`src/rtl/clk_src_pkg.sv`:
```
package clk_src_pkg;

    typedef enum logic [1:0] {
        SRC_MAIN_A = 2'b00,
        SRC_MAIN_B = 2'b01,
        SRC_PLL    = 2'b10,
        SRC_SUB    = 2'b11
    } src_e;

    localparam int SPARE_W   = 4;
    localparam int NUM_KINDS = 3;

    typedef struct packed {
        logic [SPARE_W-1:0] spare;
        logic               sub_en;
        logic               pll_en;
        src_e               src;
        logic               err;
    } ctrl_state_t;

endpackage

```
`src/rtl/clk_src_step_filter.sv`:
```
module clk_src_step_filter
    import clk_src_pkg::*;
(
    input  src_e cur_src,
    input  src_e req_src,
    input  logic pll_en_now,
    input  logic pll_lock,
    input  logic sub_en_now,
    output logic accept
);
    logic move_ok;
    logic cond_ok;

    always_comb begin
        unique case ({cur_src, req_src})
            {SRC_MAIN_A, SRC_MAIN_B},
            {SRC_MAIN_A, SRC_PLL},
            {SRC_MAIN_B, SRC_MAIN_A},
            {SRC_MAIN_B, SRC_SUB},
            {SRC_PLL,    SRC_MAIN_A},
            {SRC_SUB,    SRC_MAIN_B}: move_ok = 1'b1;
            default:                  move_ok = 1'b0;
        endcase

        cond_ok = 1'b1;
        if (req_src == SRC_PLL && !(pll_en_now && pll_lock)) cond_ok = 1'b0;
        if (req_src == SRC_SUB && !sub_en_now)               cond_ok = 1'b0;

        accept = (req_src == cur_src) || (move_ok && cond_ok);
    end
endmodule

```
`src/rtl/clk_src_decode.sv`:
```
module clk_src_decode
    import clk_src_pkg::*;
#(
    parameter int N_OUT = NUM_KINDS
) (
    input  src_e             src,
    output logic [N_OUT-1:0] onehot,
    output logic             sub_mode
);
    localparam int KIND_W = $clog2(N_OUT);

    logic [KIND_W-1:0] kind;

    always_comb begin
        unique case (src)
            SRC_PLL: kind = KIND_W'(1);
            SRC_SUB: kind = KIND_W'(2);
            default: kind = KIND_W'(0);
        endcase
    end

    for (genvar i = 0; i < N_OUT; i++) begin : g_sel
        assign onehot[i] = (kind == KIND_W'(i));
    end

    assign sub_mode = (src == SRC_SUB);
endmodule

```
`src/rtl/clk_src_ctrl.sv`:
```
module clk_src_ctrl
    import clk_src_pkg::*;
#(
    parameter int              ADDR_W   = 12,
    parameter logic [ADDR_W-1:0] REG_ADDR = 12'h484
) (
    input  logic                 clk,
    input  logic                 pin_rst_n,
    input  logic                 sw_rst,
    input  logic [ADDR_W-1:0]    bus_addr,
    input  logic                 bus_we,
    input  logic [7:0]           bus_wdata,
    output logic [7:0]           bus_rdata,
    input  logic                 pll_lock,
    output logic [NUM_KINDS-1:0] src_onehot,
    output logic                 sub_mode,
    output logic                 pll_en,
    output logic                 sub_en,
    output logic                 src_err
);
    ctrl_state_t state_d, state_q;
    logic        sel_d;
    logic        wr_hit_d;
    logic        accept_d;
    src_e        req_d;
    logic [1:0]  cur_src;

    assign sel_d    = (bus_addr == REG_ADDR);
    assign wr_hit_d = bus_we && sel_d && !sw_rst;
    assign req_d    = src_e'(bus_wdata[1:0]);
    assign cur_src  = state_q.src;

    clk_src_step_filter u_filter (
        .cur_src    (state_q.src),
        .req_src    (req_d),
        .pll_en_now (state_q.pll_en),
        .pll_lock   (pll_lock),
        .sub_en_now (state_q.sub_en),
        .accept     (accept_d)
    );

    always_comb begin
        state_d     = state_q;
        state_d.err = 1'b0;
        if (wr_hit_d) begin
            state_d.spare  = bus_wdata[7:4];
            state_d.sub_en = bus_wdata[3];
            state_d.pll_en = bus_wdata[2];
            if (accept_d) state_d.src = req_d;
            else          state_d.err = 1'b1;
        end
    end

    always_ff @(posedge clk or negedge pin_rst_n) begin
        if (!pin_rst_n) state_q <= '0;
        else            state_q <= state_d;
    end

    clk_src_decode #(.N_OUT(NUM_KINDS)) u_decode (
        .src      (state_q.src),
        .onehot   (src_onehot),
        .sub_mode (sub_mode)
    );

    assign bus_rdata = sel_d ? {state_q.spare, state_q.sub_en, state_q.pll_en, state_q.src}
                             : 8'h00;
    assign pll_en  = state_q.pll_en;
    assign sub_en  = state_q.sub_en;
    assign src_err = state_q.err;
endmodule

```
`config.mk`:
```
export PLATFORM = sky130hd
export DESIGN_NAME = clk_src_ctrl
export DESIGN_NICKNAME = d
export VERILOG_FILES = /design/src/rtl/clk_src_pkg.sv /design/src/rtl/clk_src_step_filter.sv /design/src/rtl/clk_src_decode.sv /design/src/rtl/clk_src_ctrl.sv
export SDC_FILE = /design/constraint.sdc
export NUM_CORES = 1
export LEC_CHECK = 0
export BUFFER_PORTS_ARGS = -buffer_cell sky130_fd_sc_hd__buf_4
export CAP_MARGIN = 20
export CORE_MARGIN = 2
export CORE_UTILIZATION = 38
export CTS_CLUSTER_DIAMETER = 40
export DETAILED_ROUTE_END_ITERATION = 8
export PLACE_DENSITY = 0.76
export SLEW_MARGIN = 15
export SYNTH_ARGS = -nofsm -noshare
export SYNTH_HDL_FRONTEND = slang
export SYNTH_SLANG_ARGS = --single-unit
```
`constraint.sdc`:
```
create_clock -name clk -period 1.4 [get_ports clk]
set_input_delay 0.21 -clock clk [delete_from_list [all_inputs] [get_ports clk]]
set_output_delay 0.21 -clock clk [all_outputs]
set_load 0.03 [all_outputs]
```
==> summary.md, run 1 <==
| Metric | Value |
|---|---|
| Worst Clk Skew | `around 0.30 ps` |
| TritonCTS buffer count | `3` |
| Post-Syn Area per Cell | `11.9 um^2` |
| Initial Utilization | `41.2%` |
| Die Area | `1730 um^2` |
| Final Hold Fails | `0` |
| DR vias | `524` |
| Area Growth Syn to Fin | `80.8%` |
| Req. time, crit path | `1190 ps` |
| Number of max-cap violations | `0` |
| Worst R2R Start | `cur_src[0]$_DFFE_PN0P_` |
| Fin area | `approximately 970 um^2` |
| FP Rows | `13` |
| Ports | `40` |
| Root buf cell | `clkbuf_4` |
| Fin util | `74.4%` |
| R2R depth | `4` |
| PD cells | `573 nW/um^2` |
| Worst hold-check path type | `in2reg` |
| Die H | `41.5 um` |
| VDD IR-drop max | `0.408 mV` |
| Hold depth | `2` |
| RD Place Congestion | `between 0.7 and 0.8` |
| TritonCTS clock tree | `built` |
| Leakage | `0.508 nW` |
| Arrival @ worst endpoint | `roughly 1200 ps` |
| Clk_lat worst skew | `260 ps` |
| First-pass GRT wire length | `approximately 2.5 mm` |
| CTS clk-pin slew, worst paths | `about 70 ps` |
| Initial antenna violation count | `0` |
| RSZ-0062 raised after global routing | `true` |
| Seq/Total Area, Yosys | `42.1%` |
| Routed wire length | `1.46 mm` |
| Syn. warnings | `0` |
| Final hold slack | `approximately 180 ps` |
| Tmin final | `1370 ps` |
| Setup crit start kind | `input pin` |
| Worst Setup End Kind | `output pin` |
| # setup viols final | `0` |
| Rel. slew slack | `80.4%` |
| Synth Net Count | `70` |
| DR WL/cell | `13.6 um` |
| Share of layout cells above drive strength 1 | `71.7%` |
| Global Route Usage Sum | `18.8%` |
| Core Box Area | `1300 um^2` |
| H-tree level count | `1` |
| Routed vias/inst | `4.90` |
| DRT iter0 DRCs | `3` |
| Number of global-route vias before repair | `597` |
| Period utilization | `98.0%` |
| Post-Syn Area | `536 um^2` |
| Fmax | `729 MHz` |
| #FFs+latches synth | `9` |
| Reg2reg setup slack | `320 ps` |
| Status | `finished, final reports clean` |
| Die X-Extent | `around 42 um` |
| HP Start | `bus_wdata[5]` |
| Crit path cell chain | `buf_4 > nor4_4 > and3_4 > and2_4 > buf_6` |
| Number of routed nets with antenna violations | `0` |
| Antenna diodes | `0` |
| Pre-antenna DRT Iters | `2` |
| Synth top area cells | `dfrtp_1 42%, mux2_2 13%, and2_1 11%` |
| CP max-delay cell | `nor4_4` |
| Area leader, netlist | `dfrtp_1` |
| FF-to-FF End | `cur_src[1]$_DFFE_PN0P_` |
| CP max FO | `8` |
| Synth top area share | `between 40% and 50%` |
| Drt drc | `0` |
| Post-synthesis instance total | `45` |
| CTS Sinks | `9` |
| Final Max Tran Viols | `0` |
| Total gr overflow | `0` |
| Count of cell types in the netlist | `21` |
| WS Path Type | `in2out` |
| Fillcell total | `94` |
| Largest net degree at the start of global routing | `10` |
| CP peak stage delay | `between 200 and 300 ps` |
| Post-DP HPWL | `1.16 mm` |
| Fin nets | `118` |
| Tightest Pin Transition | `between 200 and 300 ps` |
| Port bufs | `39` |
| Postcts setup bufs | `0` |
| Clock buffer depth | `2` |
| WHS Endpoint | `state_q[6]$_DFFE_PN0P_` |
| Placed inst area | `870 um^2` |
power by group:
part           switching, mW  total, mW  leakage, nW  internal, mW
Clock                 0.0977      0.208       0.0150         0.110
Combinational         0.0299     0.0867        0.368        0.0568
Sequential          0.000388      0.261        0.126         0.260
Total                  0.128      0.555        0.508         0.427
kinds of logic after synthesis:
logic type | synth area share (%)
buf+inv | 2.10
mux | 14.7
simple gates | 35.3
compound gates | 4.21
xor+xnor | 1.64
flops | 42.1
per-stage QoR:
step	power (mW)	TNS, ps	cells	setup WS [ps]
after global routing	0.578	-192	107	-29.5
after floorplan	0.280	0	45	59.1
after CTS	0.558	0	107	1.51
after detailed placement	0.348	-961	102	-89.5
after global placement	0.346	-603	102	-62.2
final	0.555	0	107	28.3
worst max-delay path by stage:
stage,cells after the start,to,start,slack [ps]
floorplan,3,bus_rdata[0],bus_addr[3],60
finish,5,bus_rdata[6],bus_addr[5],30
detailed placement,5,bus_rdata[0],bus_addr[3],-90
global placement,5,bus_rdata[0],bus_addr[3],-60
global route,5,bus_rdata[3],bus_addr[0],-30
CTS,5,bus_rdata[0],bus_addr[3],2
flip-flops by register name, summed over array words and instances (netlist names):
name,cells
state_q,4
cur_src,2
pll_en,1
src_err,1
sub_en,1
layer usage:
metal / part of all wire (%) / GRT usage [%] / vias to the layer above
met5: 0 / 0 / -
met4: 0.55 / 7.74 / 0
met3: 5.5 / 3.04 / 2
met2: 56 / 33.4 / 19
met1: 38 / 22.1 / 249
li1: - / - / 254
cell usage after synthesis, drive strengths merged:
master  n
and2    9
dfrtp   9
mux2    7
nand4   3
nand2   2
o21ai   2
a21oi   1
and3    1
and4bb  1
buf     1
inv     1
nand3b  1
nor2    1
nor2b   1
nor3    1
nor4    1
nor4b   1
o31ai   1
xor2    1
layout make-up:
class	count	area (um^2)	area share, %
Timing Repair Buffer	44	370	38.2
Multi-Input combinational cell	34	324	33.5
Sequential cell	9	225	23.3
Clock buffer	4	26.3	2.71
Tap cell	15	18.8	1.94
Inverter	1	3.75	0.388
worst max-delay path, delay by kind of cell:
kind / cells / cell delay (ps)
buffers and inverters: 2 / 240
and+or+nand+nor: 3 / 720
placed cells by master (no fill, tap or decap):
cell type / n
mux2_1: 1
nand3b_1: 1
nor4b_4: 1
and3_4: 1
nand2_1: 2
mux2_2: 6
and4bb_2: 1
nor2_1: 1
xor2_1: 1
inv_1: 1
buf_6: 10
buf_4: 33
nor4_4: 1
nand4_4: 1
and2_1: 1
dlygate4sd3_1: 1
nand4_1: 2
clkbuf_1: 1
o21ai_0: 2
clkbuf_4: 3
nor2b_1: 1
o31ai_1: 1
dfrtp_1: 9
nor3_2: 1
and2_4: 8
a21oi_1: 1
timing repair:
item	4_1_cts	5_1_grt
pin swaps	1	7
hold endpoints to repair	9	0
gates cloned	0	0
hold buffers	1	0
resized for setup	3	17
endpoints found under the setup margin	8	8
(Power assumes the default switching activity.)
==> run 2: changes to the inputs <==
CORE_UTILIZATION = 41   (was 38)
PLACE_DENSITY = 0.82   (was 0.76)
clock period = 1.65 ns   (was 1.4 ns; I/O delays follow)
==> summary.md, run 2 (synthesis gave the netlist of run 1 again) <==
| Metric | Value |
|---|---|
| Ports | `40 (unchanged)` |
| Number of max-cap violations | `0 (unchanged)` |
| Setup crit start kind | `input pin (unchanged)` |
| First-pass GRT wire length | `2.06 mm (was 2.55 mm)` |
| Clock buffer depth | `2 (unchanged)` |
| Drt drc | `0 (unchanged)` |
| CTS Sinks | `9 (unchanged)` |
| Tightest Pin Transition | `284 ps (was 293 ps)` |
| Routed vias/inst | `5.06 (was 4.90)` |
| Antenna diodes | `0 (unchanged)` |
| Worst R2R Start | `cur_src[0]$_DFFE_PN0P_ (unchanged)` |
| Commonest non-fill, non-tap cell in the layout | `buf_4 (unchanged)` |
| R2R depth | `3 (was 4)` |
| Worst hold-check path type | `in2reg (unchanged)` |
| Share of layout cells above drive strength 1 | `62.0% (was 71.7%)` |
| VDD IR-drop max | `0.419 mV (was 0.408 mV)` |
| Final TNS setup | `0 ps (unchanged)` |
| Reg2reg setup slack | `530 ps (was 320 ps)` |
| RD Place Congestion | `0.807 (was 0.719)` |
| Die H | `40.1 um (was 41.5 um)` |
| Total gr overflow | `0 (unchanged)` |
| Largest net degree at the start of global routing | `10 (unchanged)` |
| Final Max Tran Viols | `0 (unchanged)` |
| Clk_lat worst skew | `270 ps (was 260 ps)` |
| H-tree level count | `1 (unchanged)` |
| Leading cell types in the layout, fill and taps excluded | `43 x buf_4, 9 x and2_1, 9 x dfrtp_1, 6 x mux2_2, 3 x clkbuf_4 (was 33 x buf_4, 10 x buf_6, 9 x dfrtp_1, 8 x and2_4, 6 x mux2_2)` |
| PD cells | `513 nW/um^2 (was 573 nW/um^2)` |
| Largest Register | `state_q (unchanged)` |
| Fin util | `72.3% (was 74.4%)` |
| Worst Clk Skew | `8.45 ps (was 0.303 ps)` |
| DR vias | `541 (was 524)` |
| # setup viols final | `0 (unchanged)` |
| Root buf cell | `clkbuf_4 (unchanged)` |
| FP Rows | `13 (unchanged)` |
| Die Area | `1610 um^2 (was 1730 um^2)` |
| Critical path startpoint | `bus_addr[3] (was bus_addr[5])` |
| Arrival @ worst endpoint | `1320 ps (was 1160 ps)` |
| Routed wire length | `1.38 mm (was 1.46 mm)` |
| TritonCTS buffer count | `3 (unchanged)` |
| Max reg flops | `4 (unchanged)` |
| Core Box Area | `1250 um^2 (was 1300 um^2)` |
| Final Hold Fails | `0 (unchanged)` |
| Die X-Extent | `40.1 um (was 41.5 um)` |
| DR WL/cell | `12.9 um (was 13.6 um)` |
| CTS clk-pin slew, worst paths | `60 ps (was 70 ps)` |
| Number of global-route vias before repair | `520 (was 597)` |
| Global Route Usage Sum | `19.9% (was 18.8%)` |
| Worst Setup End Kind | `output pin (unchanged)` |
| Placed inst area | `870 um^2 (unchanged)` |
| DRT iter0 DRCs | `6 (was 3)` |
| Crit path capture | `bus_rdata[5] (was bus_rdata[6])` |
| Rel. slew slack | `81.0% (was 80.4%)` |
| TritonCTS clock tree | `built (unchanged)` |
| Fmax | `approximately 640 MHz` |
| Initial antenna violation count | `0 (unchanged)` |
| Req. time, crit path | `1400 ps (was 1190 ps)` |
| Port bufs | `39 (unchanged)` |
| Initial Utilization | `42.8% (was 41.2%)` |
| Number of routed nets with antenna violations | `0 (unchanged)` |
| Fin area | `906 um^2 (was 968 um^2)` |
| CP max FO | `8 (unchanged)` |
| Area Growth Syn to Fin | `69.2% (was 80.8%)` |
| Leakage | `0.491 nW (was 0.508 nW)` |
| Fin nets | `118 (unchanged)` |
| RSZ-0062 raised after global routing | `false (was true)` |
| Pre-antenna DRT Iters | `4 (was 2)` |
| Period utilization | `between 90% and 100%` |
| Status | `finished, final reports clean (unchanged)` |
| WS Path Type | `in2out (unchanged)` |
| FF-to-FF End | `cur_src[1]$_DFFE_PN0P_ (unchanged)` |
| Tmin final | `1560 ps` |
-- run 2: cell counts in the layout (fill, tap and decap cells not counted) --
Identical to the previous run, type by type.
-- run 2: power by group --
group | total, mW | leakage [nW] | internal [mW] | switching (mW)
combinational | 0.0714 | 0.351 | 0.0466 | 0.0247
sequential | 0.221 | 0.126 | 0.221 | 0.000284
clock | 0.172 | 0.0150 | 0.0933 | 0.0783
-- run 2: worst min-delay path by stage --
stage / start / to / slack (ps) / depth (start not counted)
after detailed placement: pin_rst_n / sub_en$_DFFE_PN0P_ / 70 / 1
final: bus_wdata[7] / state_q[8]$_DFFE_PN0P_ / 210 / 2
after floorplan: pin_rst_n / cur_src[0]$_DFFE_PN0P_ / -50 / 0
after global placement: pin_rst_n / state_q[6]$_DFFE_PN0P_ / 80 / 1
after global routing: bus_wdata[6] / state_q[7]$_DFFE_PN0P_ / 200 / 2
after CTS: bus_wdata[7] / state_q[8]$_DFFE_PN0P_ / 210 / 2
-- run 2: critical path: stages --
cell,delay (ps)
buf_4,120
nor4b_4,280
and3_1,340
and2_1,170
buf_4,160
-- run 2: repair_timing --
item / CTS / global route
endpoints found under the hold margin: 9 / 0
resized for setup: 0 / 0
hold buffers: 1 / 0
setup buffers: 0 / 0
-- run 2: metrics by stage --
step	worst slack [ps]	std cells	power, mW	hold slack, ps
global placement	110	102	0.293	75.8
CTS	78.4	107	0.469	207
floorplan	234	45	0.238	-48.1
global route	3.53	107	0.489	199
finish	86.0	107	0.464	212
detailed placement	81.3	102	0.295	74.1
-- run 2: layout make-up --
type	instances	area, um^2
Clock buffer	4	26.3
Fill cell	106	347
Inverter	1	3.75
Multi-Input combinational cell	34	299
Sequential cell	9	225
Tap cell	15	18.8
Timing Repair Buffer	44	333
-- run 2: metal layers --
layer	track usage (%)	part of all wire (%)	wire [um]
met4	7.76	1.4	20
met5	0	0	0
met3	6.67	8.7	120
met2	35.9	53	727
met1	21.0	37	514
==> run 3: changes to the inputs <==
==> constraint.sdc (replaced) <==
create_clock -name clk -period 1.65 [get_ports clk]
set_input_delay 0.0825 -clock clk [delete_from_list [all_inputs] [get_ports clk]]
set_output_delay 0.0825 -clock clk [all_outputs]
set_load 0.03 [all_outputs]
==> summary.md, run 3 (synthesis gave the netlist of run 1 again) <==
| Metric | Value |
|---|---|
| Status | `finished, final reports clean (unchanged)` |
| Hold buffers post-CTS | `1 (unchanged)` |
| Final setup margin | `295 ps (was 86.0 ps)` |
| Number of global-route vias before repair | `479 (was 520)` |
| Final Hold Fails | `0 (unchanged)` |
| R2R depth | `2 (was 3)` |
| PD cells | `523 nW/um^2 (was 513 nW/um^2)` |
| Fin util | `69.9% (was 72.3%)` |
| Max reg flops | `4 (unchanged)` |
| DR WL/cell | `13.2 um (was 12.9 um)` |
| Commonest non-fill, non-tap cell in the layout | `buf_4 (unchanged)` |
| DRT iter0 DRCs | `9 (was 6)` |
| Final Max Tran Viols | `0 (unchanged)` |
| Setup crit start kind | `input pin (unchanged)` |
| DR vias | `523 (was 541)` |
| WS Path Type | `in2out (unchanged)` |
| Die X-Extent | `40.1 um (unchanged)` |
| Number of max-cap violations | `0 (unchanged)` |
| Drt drc | `0 (unchanged)` |
| Total gr overflow | `0 (unchanged)` |
| VDD IR-drop max | `0.325 mV (was 0.419 mV)` |
| Crit path capture | `bus_rdata[3] (was bus_rdata[5])` |
| Global Route Usage Sum | `19.8% (was 19.9%)` |
| Root buf cell | `clkbuf_4 (unchanged)` |
| FF-to-FF End | `cur_src[0]$_DFFE_PN0P_ (was cur_src[1]$_DFFE_PN0P_)` |
| Antenna diodes | `0 (unchanged)` |
| Worst hold-check path type | `in2reg (unchanged)` |
| TritonCTS buffer count | `3 (unchanged)` |
| Worst Setup End Kind | `output pin (unchanged)` |
| Pint | `0.359 mW (was 0.361 mW)` |
| Tmin final | `1360 ps (was 1560 ps)` |
| Combinational share of power | `15.2% (was 15.4%)` |
| Area Growth Syn to Fin | `63.6% (was 69.2%)` |
| Share of layout cells above drive strength 1 | `60.2% (was 62.0%)` |
| RD Place Congestion | `0.766 (was 0.807)` |
| First-pass GRT wire length | `2.01 mm (was 2.06 mm)` |
| Fmax | `738 MHz (was 639 MHz)` |
| Leakage | `0.471 nW (was 0.491 nW)` |
| CP max FO | `8 (unchanged)` |
| Die H | `40.1 um (unchanged)` |
| FP Rows | `13 (unchanged)` |
| Clk_lat worst skew | `260 ps (was 270 ps)` |
| Largest Register | `state_q (unchanged)` |
| RSZ-0062 raised after global routing | `false (unchanged)` |
| Routed wire length | `1.36 mm (was 1.38 mm)` |
| Largest net degree at the start of global routing | `10 (unchanged)` |
| Initial antenna violation count | `0 (unchanged)` |
| Clock buffer depth | `2 (unchanged)` |
| Switching power | `0.0997 mW (was 0.103 mW)` |
| Postcts setup bufs | `0 (unchanged)` |
| Leading cell types in the layout, fill and taps excluded | `39 x buf_4, 9 x and2_1, 9 x dfrtp_1, 6 x mux2_2, 3 x clkbuf_4 (was 43 x buf_4, 9 x and2_1, 9 x dfrtp_1, 6 x mux2_2, 3 x clkbuf_4)` |
| Sequential share of power | `48.3% (was 47.7%)` |
| Sw Ratio | `21.8% (was 22.3%)` |
| TritonCTS clock tree | `built (unchanged)` |
| Fin nets | `114 (was 118)` |
| Port bufs | `39 (unchanged)` |
| Reg2reg setup slack | `550 ps (was 530 ps)` |
| Tightest Pin Transition | `331 ps (was 284 ps)` |
| Worst R2R Start | `cur_src[1]$_DFFE_PN0P_ (was cur_src[0]$_DFFE_PN0P_)` |
| Final TNS setup | `0 ps (unchanged)` |
| Routed vias/inst | `5.08 (was 5.06)` |
| Number of routed nets with antenna violations | `0 (unchanged)` |
| Die Area | `1610 um^2 (unchanged)` |
| Critical path startpoint | `bus_addr[5] (was bus_addr[3])` |
| Ports | `40 (unchanged)` |
| Pre-antenna DRT Iters | `4 (unchanged)` |
| Worst slack, placed | `180 ps (was 81.3 ps)` |
| H-tree level count | `1 (unchanged)` |
| Req. time, crit path | `1570 ps (was 1400 ps)` |
| CTS clk-pin slew, worst paths | `60 ps (about the same)` |
| # setup viols final | `0 (unchanged)` |
| CTS resizes | `0 (unchanged)` |
| Arrival @ worst endpoint | `1270 ps (was 1320 ps)` |
| Rel. slew slack | `77.7% (was 81.0%)` |
| Period utilization | `82.1% (was 94.8%)` |
| CTS Sinks | `9 (unchanged)` |
| Initial Utilization | `42.8% (unchanged)` |
| Core Box Area | `1250 um^2 (unchanged)` |
| Clock share of power | `36.5% (was 37.0%)` |
| Worst Clk Skew | `2.60 ps (was 8.45 ps)` |
## run 3: changes by cell type in the layout (fill, tap and decap cells not counted), sizes merged
cell / delta
buf: -4
## run 3: worst min path at each step
stage,from,depth (start not counted),to
final,bus_wdata[3],2,sub_en$_DFFE_PN0P_
after global routing,bus_wdata[3],2,sub_en$_DFFE_PN0P_
after CTS,bus_wdata[3],2,sub_en$_DFFE_PN0P_
after detailed placement,pin_rst_n,1,state_q[6]$_DFFE_PN0P_
after global placement,pin_rst_n,1,pll_en$_DFFE_PN0P_
after floorplan,pin_rst_n,0,cur_src[0]$_DFFE_PN0P_
## run 3: layer usage
metal / part of all wire [%] / GRT usage [%]
met5: 0 / 0
met1: 34 / 19.9
met2: 52 / 34.3
met4: 5.8 / 18.1
met3: 8.7 / 3.33
## run 3: metrics by stage
step	area [um^2]	total power, mW	hold slack (ps)	std cells
finish	876	0.458	53.6	103
CTS	876	0.463	51.5	103
detailed placement	840	0.293	-88.6	98
global placement	840	0.290	-90.7	98
global route	876	0.490	45.3	103
floorplan	536	0.238	-213	45
## run 3: area by class of cell
type / instances / area [um^2]
well taps: 15 / 18.8
repair buffers: 40 / 303
multi-input cells: 34 / 299
clock buffers: 4 / 26.3
fillers: 102 / 377
inverters: 1 / 3.75
flip-flops and latches: 9 / 225
## run 3: worst max-delay path, stage by stage
cell and delay (ps):
buf_4 120, nor4_4 370, and3_1 360, and2_1 180, buf_4 160
## run 3: power groups by stage
stage               Clock (mW)  Sequential [mW]  Combinational [mW]
floorplan                    0            0.226              0.0120
global placement             0            0.225              0.0651
detailed placement           0            0.225              0.0679
CTS                      0.172            0.221              0.0697
global route             0.194            0.221              0.0743
finish                   0.167            0.221              0.0695
